<file path="config.mk">
export PLATFORM = sky130hd
export DESIGN_NAME = dma_chan_engine
export DESIGN_NICKNAME = d
export VERILOG_FILES = /design/src/rtl/dma_chan_engine.sv
export SDC_FILE = /design/constraint.sdc
export NUM_CORES = 1
export LEC_CHECK = 0
export ABC_AREA = 1
export BUFFER_PORTS_ARGS = -buffer_cell sky130_fd_sc_hd__buf_2
export CAP_MARGIN = 20
export CORE_MARGIN = 2
export CORE_UTILIZATION = 50
export CTS_CLUSTER_SIZE = 28
export DETAILED_ROUTE_END_ITERATION = 8
export PLACE_DENSITY = 0.74
export SLEW_MARGIN = 20
export SYNTH_ARGS = -nofsm -noshare
export SYNTH_HDL_FRONTEND = slang
export SYNTH_SLANG_ARGS = --single-unit
</file>
<file path="constraint.sdc">
create_clock -name clk -period 3.9 [get_ports clk]
set_clock_uncertainty 0.2 [all_clocks]
set_input_delay 0.39 -clock clk [delete_from_list [all_inputs] [get_ports clk]]
set_output_delay 0.39 -clock clk [all_outputs]
set_load 0.005 [all_outputs]
</file>
<file path="src/rtl/dma_chan_engine.sv">
module dma_chan_engine #(
  parameter int AW = 32,
  parameter int CW = 16
) (
  input  logic          clk,
  input  logic          rst_n,
  input  logic          cfg_we,
  input  logic [2:0]    cfg_addr,
  input  logic [AW-1:0] cfg_wdata,
  input  logic          periph_req,
  input  logic          link_in,
  output logic          rd_valid,
  input  logic          rd_ready,
  output logic [AW-1:0] rd_addr,
  output logic [1:0]    rd_size,
  input  logic          rsp_valid,
  input  logic [63:0]   rsp_data,
  output logic          wr_valid,
  input  logic          wr_ready,
  output logic [AW-1:0] wr_addr,
  output logic [63:0]   wr_data,
  output logic [1:0]    wr_size,
  output logic          busy,
  output logic          done,
  output logic          err,
  output logic          irq,
  output logic          link_out
);
  localparam int DW = 64;

  typedef enum logic [1:0] {S_IDLE, S_RD, S_WAIT, S_WR} st_t;
  st_t st;

  logic [AW-1:0] src_base, dst_base, src_off, dst_off, bytes;
  logic [CW-1:0] cnt_cfg, qlen, remain;
  logic [1:0]    size_q;
  logic          src_inc, dst_inc, blk, irq_en, circ, pend, seen;
  logic [DW-1:0] data_q, mask;

  assign bytes    = AW'(1) << size_q;
  assign rd_addr  = src_base + src_off;
  assign wr_addr  = dst_base + dst_off;
  assign rd_size  = size_q;
  assign wr_size  = size_q;
  assign wr_data  = data_q;
  assign rd_valid = (st == S_RD);
  assign wr_valid = (st == S_WR);
  assign busy     = (st != S_IDLE);

  always_comb begin
    case (size_q)
      2'd0:    mask = DW'(64'h0000_0000_0000_00ff);
      2'd1:    mask = DW'(64'h0000_0000_0000_ffff);
      2'd2:    mask = DW'(64'h0000_0000_ffff_ffff);
      default: mask = '1;
    endcase
  end

  logic ctl_wr, sw_start, go, fresh, bad, last;
  assign ctl_wr   = cfg_we && (cfg_addr == 3'd4);
  assign sw_start = ctl_wr && cfg_wdata[7];
  assign go       = (st == S_IDLE) && (pend || periph_req || link_in);
  assign fresh    = (remain == '0);
  assign bad      = (cnt_cfg == '0) || (|((src_base | dst_base) & (bytes - AW'(1))));
  assign last     = (remain == CW'(1));

  function automatic logic [AW-1:0] advance(input logic [AW-1:0] off, input logic inc);
    logic [AW-1:0] s;
    s = off + bytes;
    if (!inc)                    return off;
    if (circ && (s >= AW'(qlen))) return '0;
    return s;
  endfunction

  always_ff @(posedge clk or negedge rst_n) begin
    if (!rst_n) begin
      st <= S_IDLE;
      src_base <= '0; dst_base <= '0; cnt_cfg <= '0; qlen <= '0;
      size_q <= '0; src_inc <= 1'b0; dst_inc <= 1'b0; blk <= 1'b0;
      irq_en <= 1'b0; circ <= 1'b0;
      src_off <= '0; dst_off <= '0; remain <= '0; data_q <= '0;
      pend <= 1'b0; done <= 1'b0; err <= 1'b0; irq <= 1'b0; link_out <= 1'b0;
      seen <= 1'b0;
    end else begin
      seen     <= 1'b1;
      irq      <= 1'b0;
      link_out <= 1'b0;

      if (cfg_we && !busy) begin
        case (cfg_addr)
          3'd0: src_base <= cfg_wdata;
          3'd1: dst_base <= cfg_wdata;
          3'd2: cnt_cfg  <= cfg_wdata[CW-1:0];
          3'd3: qlen     <= cfg_wdata[CW-1:0];
          3'd4: begin
            size_q  <= cfg_wdata[1:0];
            src_inc <= cfg_wdata[2];
            dst_inc <= cfg_wdata[3];
            blk     <= cfg_wdata[4];
            irq_en  <= cfg_wdata[5];
            circ    <= cfg_wdata[6];
            err     <= 1'b0;
          end
          default: ;
        endcase
      end

      if (go) pend <= 1'b0;
      if (sw_start || (busy && (periph_req || link_in))) pend <= 1'b1;

      case (st)
        S_IDLE: if (go) begin
          if (fresh && bad) begin
            err <= 1'b1;
          end else begin
            if (fresh) begin
              remain  <= cnt_cfg;
              src_off <= '0;
              dst_off <= '0;
              done    <= 1'b0;
            end
            st <= S_RD;
          end
        end
        S_RD:   if (rd_ready) st <= S_WAIT;
        S_WAIT: if (rsp_valid) begin
          data_q <= rsp_data & mask;
          st     <= S_WR;
        end
        S_WR:   if (wr_ready) begin
          remain  <= remain - CW'(1);
          src_off <= advance(src_off, src_inc);
          dst_off <= advance(dst_off, dst_inc);
          if (last) begin
            done     <= 1'b1;
            link_out <= 1'b1;
            irq      <= irq_en;
            st       <= S_IDLE;
          end else if (blk) begin
            st <= S_RD;
          end else begin
            irq <= irq_en;
            st  <= S_IDLE;
          end
        end
        default: st <= S_IDLE;
      endcase
    end
  end

  assert_hold_rd_R11: assert property (@(posedge clk) disable iff (!rst_n)
    (rd_valid && !rd_ready) |=> (rd_valid && $stable(rd_addr)));

  assert_hold_wr_R11: assert property (@(posedge clk) disable iff (!rst_n)
    (wr_valid && !wr_ready) |=> (wr_valid && $stable(wr_addr) && $stable(wr_data)));

  assert_excl_R11: assert property (@(posedge clk) disable iff (!rst_n)
    !(rd_valid && wr_valid));

  assert_align_R9: assert property (@(posedge clk) disable iff (!rst_n)
    rd_valid |-> ((rd_addr & (bytes - AW'(1))) == '0));

  assert_irq_gate_R8: assert property (@(posedge clk) disable iff (!rst_n)
    irq |-> irq_en);

  assert_busy_end_R10: assert property (@(posedge clk) disable iff (!rst_n)
    (seen && $fell(busy)) |-> $past(wr_valid && wr_ready));

  assert_err_idle_R9: assert property (@(posedge clk) disable iff (!rst_n)
    (seen && $rose(err)) |-> !busy);
endmodule

</file>
==> metrics <==
R2R Setup Slk 0.16 ns; DP HPWL 39900 µm; critical path fanouts, max 7; Layout Cells excl Fill 3216; most frequent cells in the layout nand2_1, dfrtp_1, inv_1; Post-synth ARST share 100%; Worst Setup End Kind primary output; final hold vios 0; die area 35800 µm²; period utilization 96.8%; worst r2r src rd_size[1]; ys flop type dfrtp_1; CTS buffer count 28; Worst R2R End src_off[25]; # rows 67; H-tree lvl count 1; GR Overflow Total 0; R2R cell count 26; Max Fclk 265 MHz; Setup TNS 0 ns; number of global-route vias before repair 16825; Power Dens Cells 594 nW/µm²; Die Wd 189 µm; Initial DRC Count 1259; first-pass GRT wire length 86800 µm; Post-synth EDFFs 0; Setup WS pre-CTS 0.0748 ns; Final Max Slew Viols 0; final worst slack 0.124 ns; worst min path class in -> reg; status finished clean; Worst setup endpoint wr_addr[21]; Routed Antenna Nets 0; commonest non-fill, non-tap cell in the layout nand2_1; fin area 21300 µm²; vias per inst 5.42; Util after Layout 63.4%; Worst VDD drop 0.390 mV; crit start category flip-flop; Worst-Margin Slew 0.919 ns; data required time of the worst path 3.31 ns; area grow syn2layout 24.3%; Syn. warnings 0; total design power 12.6 mW; core area 33600 µm²; sequential share of the synthesized area 37.1%; filler instances 2926; WL final 54800 µm; largest net degree at the start of global routing 110; Syn Inst Count 2390; flops & latches, synth 254; IO Port Bufs 245; post-layout minimum cycle time 3.78 ns; Starting Density 51.0%; crit path DAT 3.19 ns; worst-skew pair later-pin latency 0.58 ns; mapped cell area 17100 µm²; Total GRT Usage 29.9%; # DRC 0; WHS 0.0263 ns; Synth cell types 60; average size of a mapped cell 7.17 µm²; # IOs 246; layout cells sized above 1 16.6%; drt wl/cell 17.0 µm; Max-slew headroom 38.7%; Multi-input gate area 9720 µm²; Antenna Cells 0; GPL Wtd Cong 1.02; die height 189 µm; # nets final 2964; initial antenna violation count 0; via count 17423; syn nets 2606; clock slew at reported path FFs 0.07 ns; CP Launch Point dst_off[2]; clk buf depth 3; Placed Area 18900 µm²; Detailed Routing Iterations Pass 1 5; static leakage 11.5 nW; root buffer cell clkbuf_16; WS Path Type reg -> out; TritonCTS clock tree done; final setup fails 0; Register Area 6360 µm²; Inst Count DP 3051; clock sinks 254; Max Cap Violations 0
[cells in the mapped netlist (4+ instances only)]
cell type	number	area (µm²)
xnor2_1	33	289
a221oi_1	4	35.0
or2_2	4	25.0
buf_6	7	78.8
nand3_1	119	596
o21bai_1	6	45.0
o21a_1	7	52.6
xor2_1	66	578
nand2_1	793	2980
a21oi_1	99	495
nand2_4	8	90.1
nand4_1	36	225
nor3_1	31	155
clkbuf_1	49	184
o21ai_0	168	841
nor2_1	205	769
o21ai_1	15	75.1
ha_1	107	1340
nor4_1	16	100
nand3_2	6	60.1
o211ai_1	5	37.5
a31oi_1	6	37.5
nand3b_1	8	60.1
a21boi_0	6	45.0
inv_2	6	22.5
a21o_1	4	30.0
mux2i_1	5	50.1
dfrtp_1	254	6360
inv_1	249	935
nor2_2	4	25.0
nand2_2	25	156
[critical path: stages, from the launching register on]
cell and delay (ns):
dfrtp_1 0.47, ha_1 0.38, a21oi_1 0.15, nand2_1 0.15, a21oi_1 0.28, o211ai_1 0.16, buf_4 0.18, a21oi_1 0.21
o21bai_1 0.13, a21oi_1 0.17, xnor2_1 0.16, buf_2 0.16
[routing by layer]
metal / share of wire, % / global-route usage (%) / up-vias
met1: 42 / 39.6 / 8163
met3: 7.5 / 3.91 / 143
met4: 3.6 / 10.0 / 0
li1: - / - / 8408
met5: 0 / 0 / -
met2: 47 / 50.6 / 709
[timing repair]
action,in CTS,in global routing
endpoints found under the hold margin,227,0
setup buffers,0,16
pin swaps,0,17
hold buffers,93,0
setup endpoints to repair,11,81
resized for setup,8,51
cloned,0,5
[final cells by class]
type / instances / area share (%)
multi-input combinational: 1812 / 45.6
clock buffer: 31 / 3.44
tap: 448 / 2.63
inverter: 258 / 4.59
sequential: 254 / 29.8
timing repair buffer: 394 / 12.7
clock inverter: 19 / 1.15
[cell families after synthesis]
| kind of cell | Yosys count | synth area share [%] |
|---|---|---|
| AO/OA/AOI/OAI | 332 | 10.6 |
| XOR/XNOR | 100 | 5.15 |
| adder cells (fa/ha/maj) | 109 | 8.04 |
| buffers and inverters | 324 | 7.61 |
| flip-flops | 254 | 37.1 |
| multiplexers | 5 | 0.292 |
| AND/OR/NAND/NOR | 1266 | 31.3 |
[report_power, final]
| group | internal (mW) | switching [mW] | leakage, nW |
|---|---|---|---|
| Combinational | 2.16 | 3.44 | 7.61 |
| Sequential | 3.47 | 0.781 | 3.37 |
| Clock | 1.63 | 1.16 | 0.478 |
[sequential cells by signal, summed over array words and instances (netlist names), 2 cells and up]
signal,cells
qlen,16
cnt_cfg,16
dst_off,32
dst_base,32
src_base,32
rd_size,2
st,2
wr_data,64
src_off,32
remain,16
[how the worst min path moves through the flow]
| stage | from | end | cells past startpoint |
|---|---|---|---|
| 2_1_floorplan | rst_n | blk | 0 |
| 3_3_place_gp | wr_data[60] | wr_data[60] | 2 |
| 3_5_place_dp | wr_data[8] | wr_data[8] | 2 |
| 4_1_cts | cfg_wdata[9] | qlen[9] | 3 |
| 5_1_grt | cfg_wdata[14] | cnt_cfg[14] | 3 |
| 6_report | cfg_wdata[9] | qlen[9] | 3 |
Note: power is estimated with default switching activity, not from simulation.
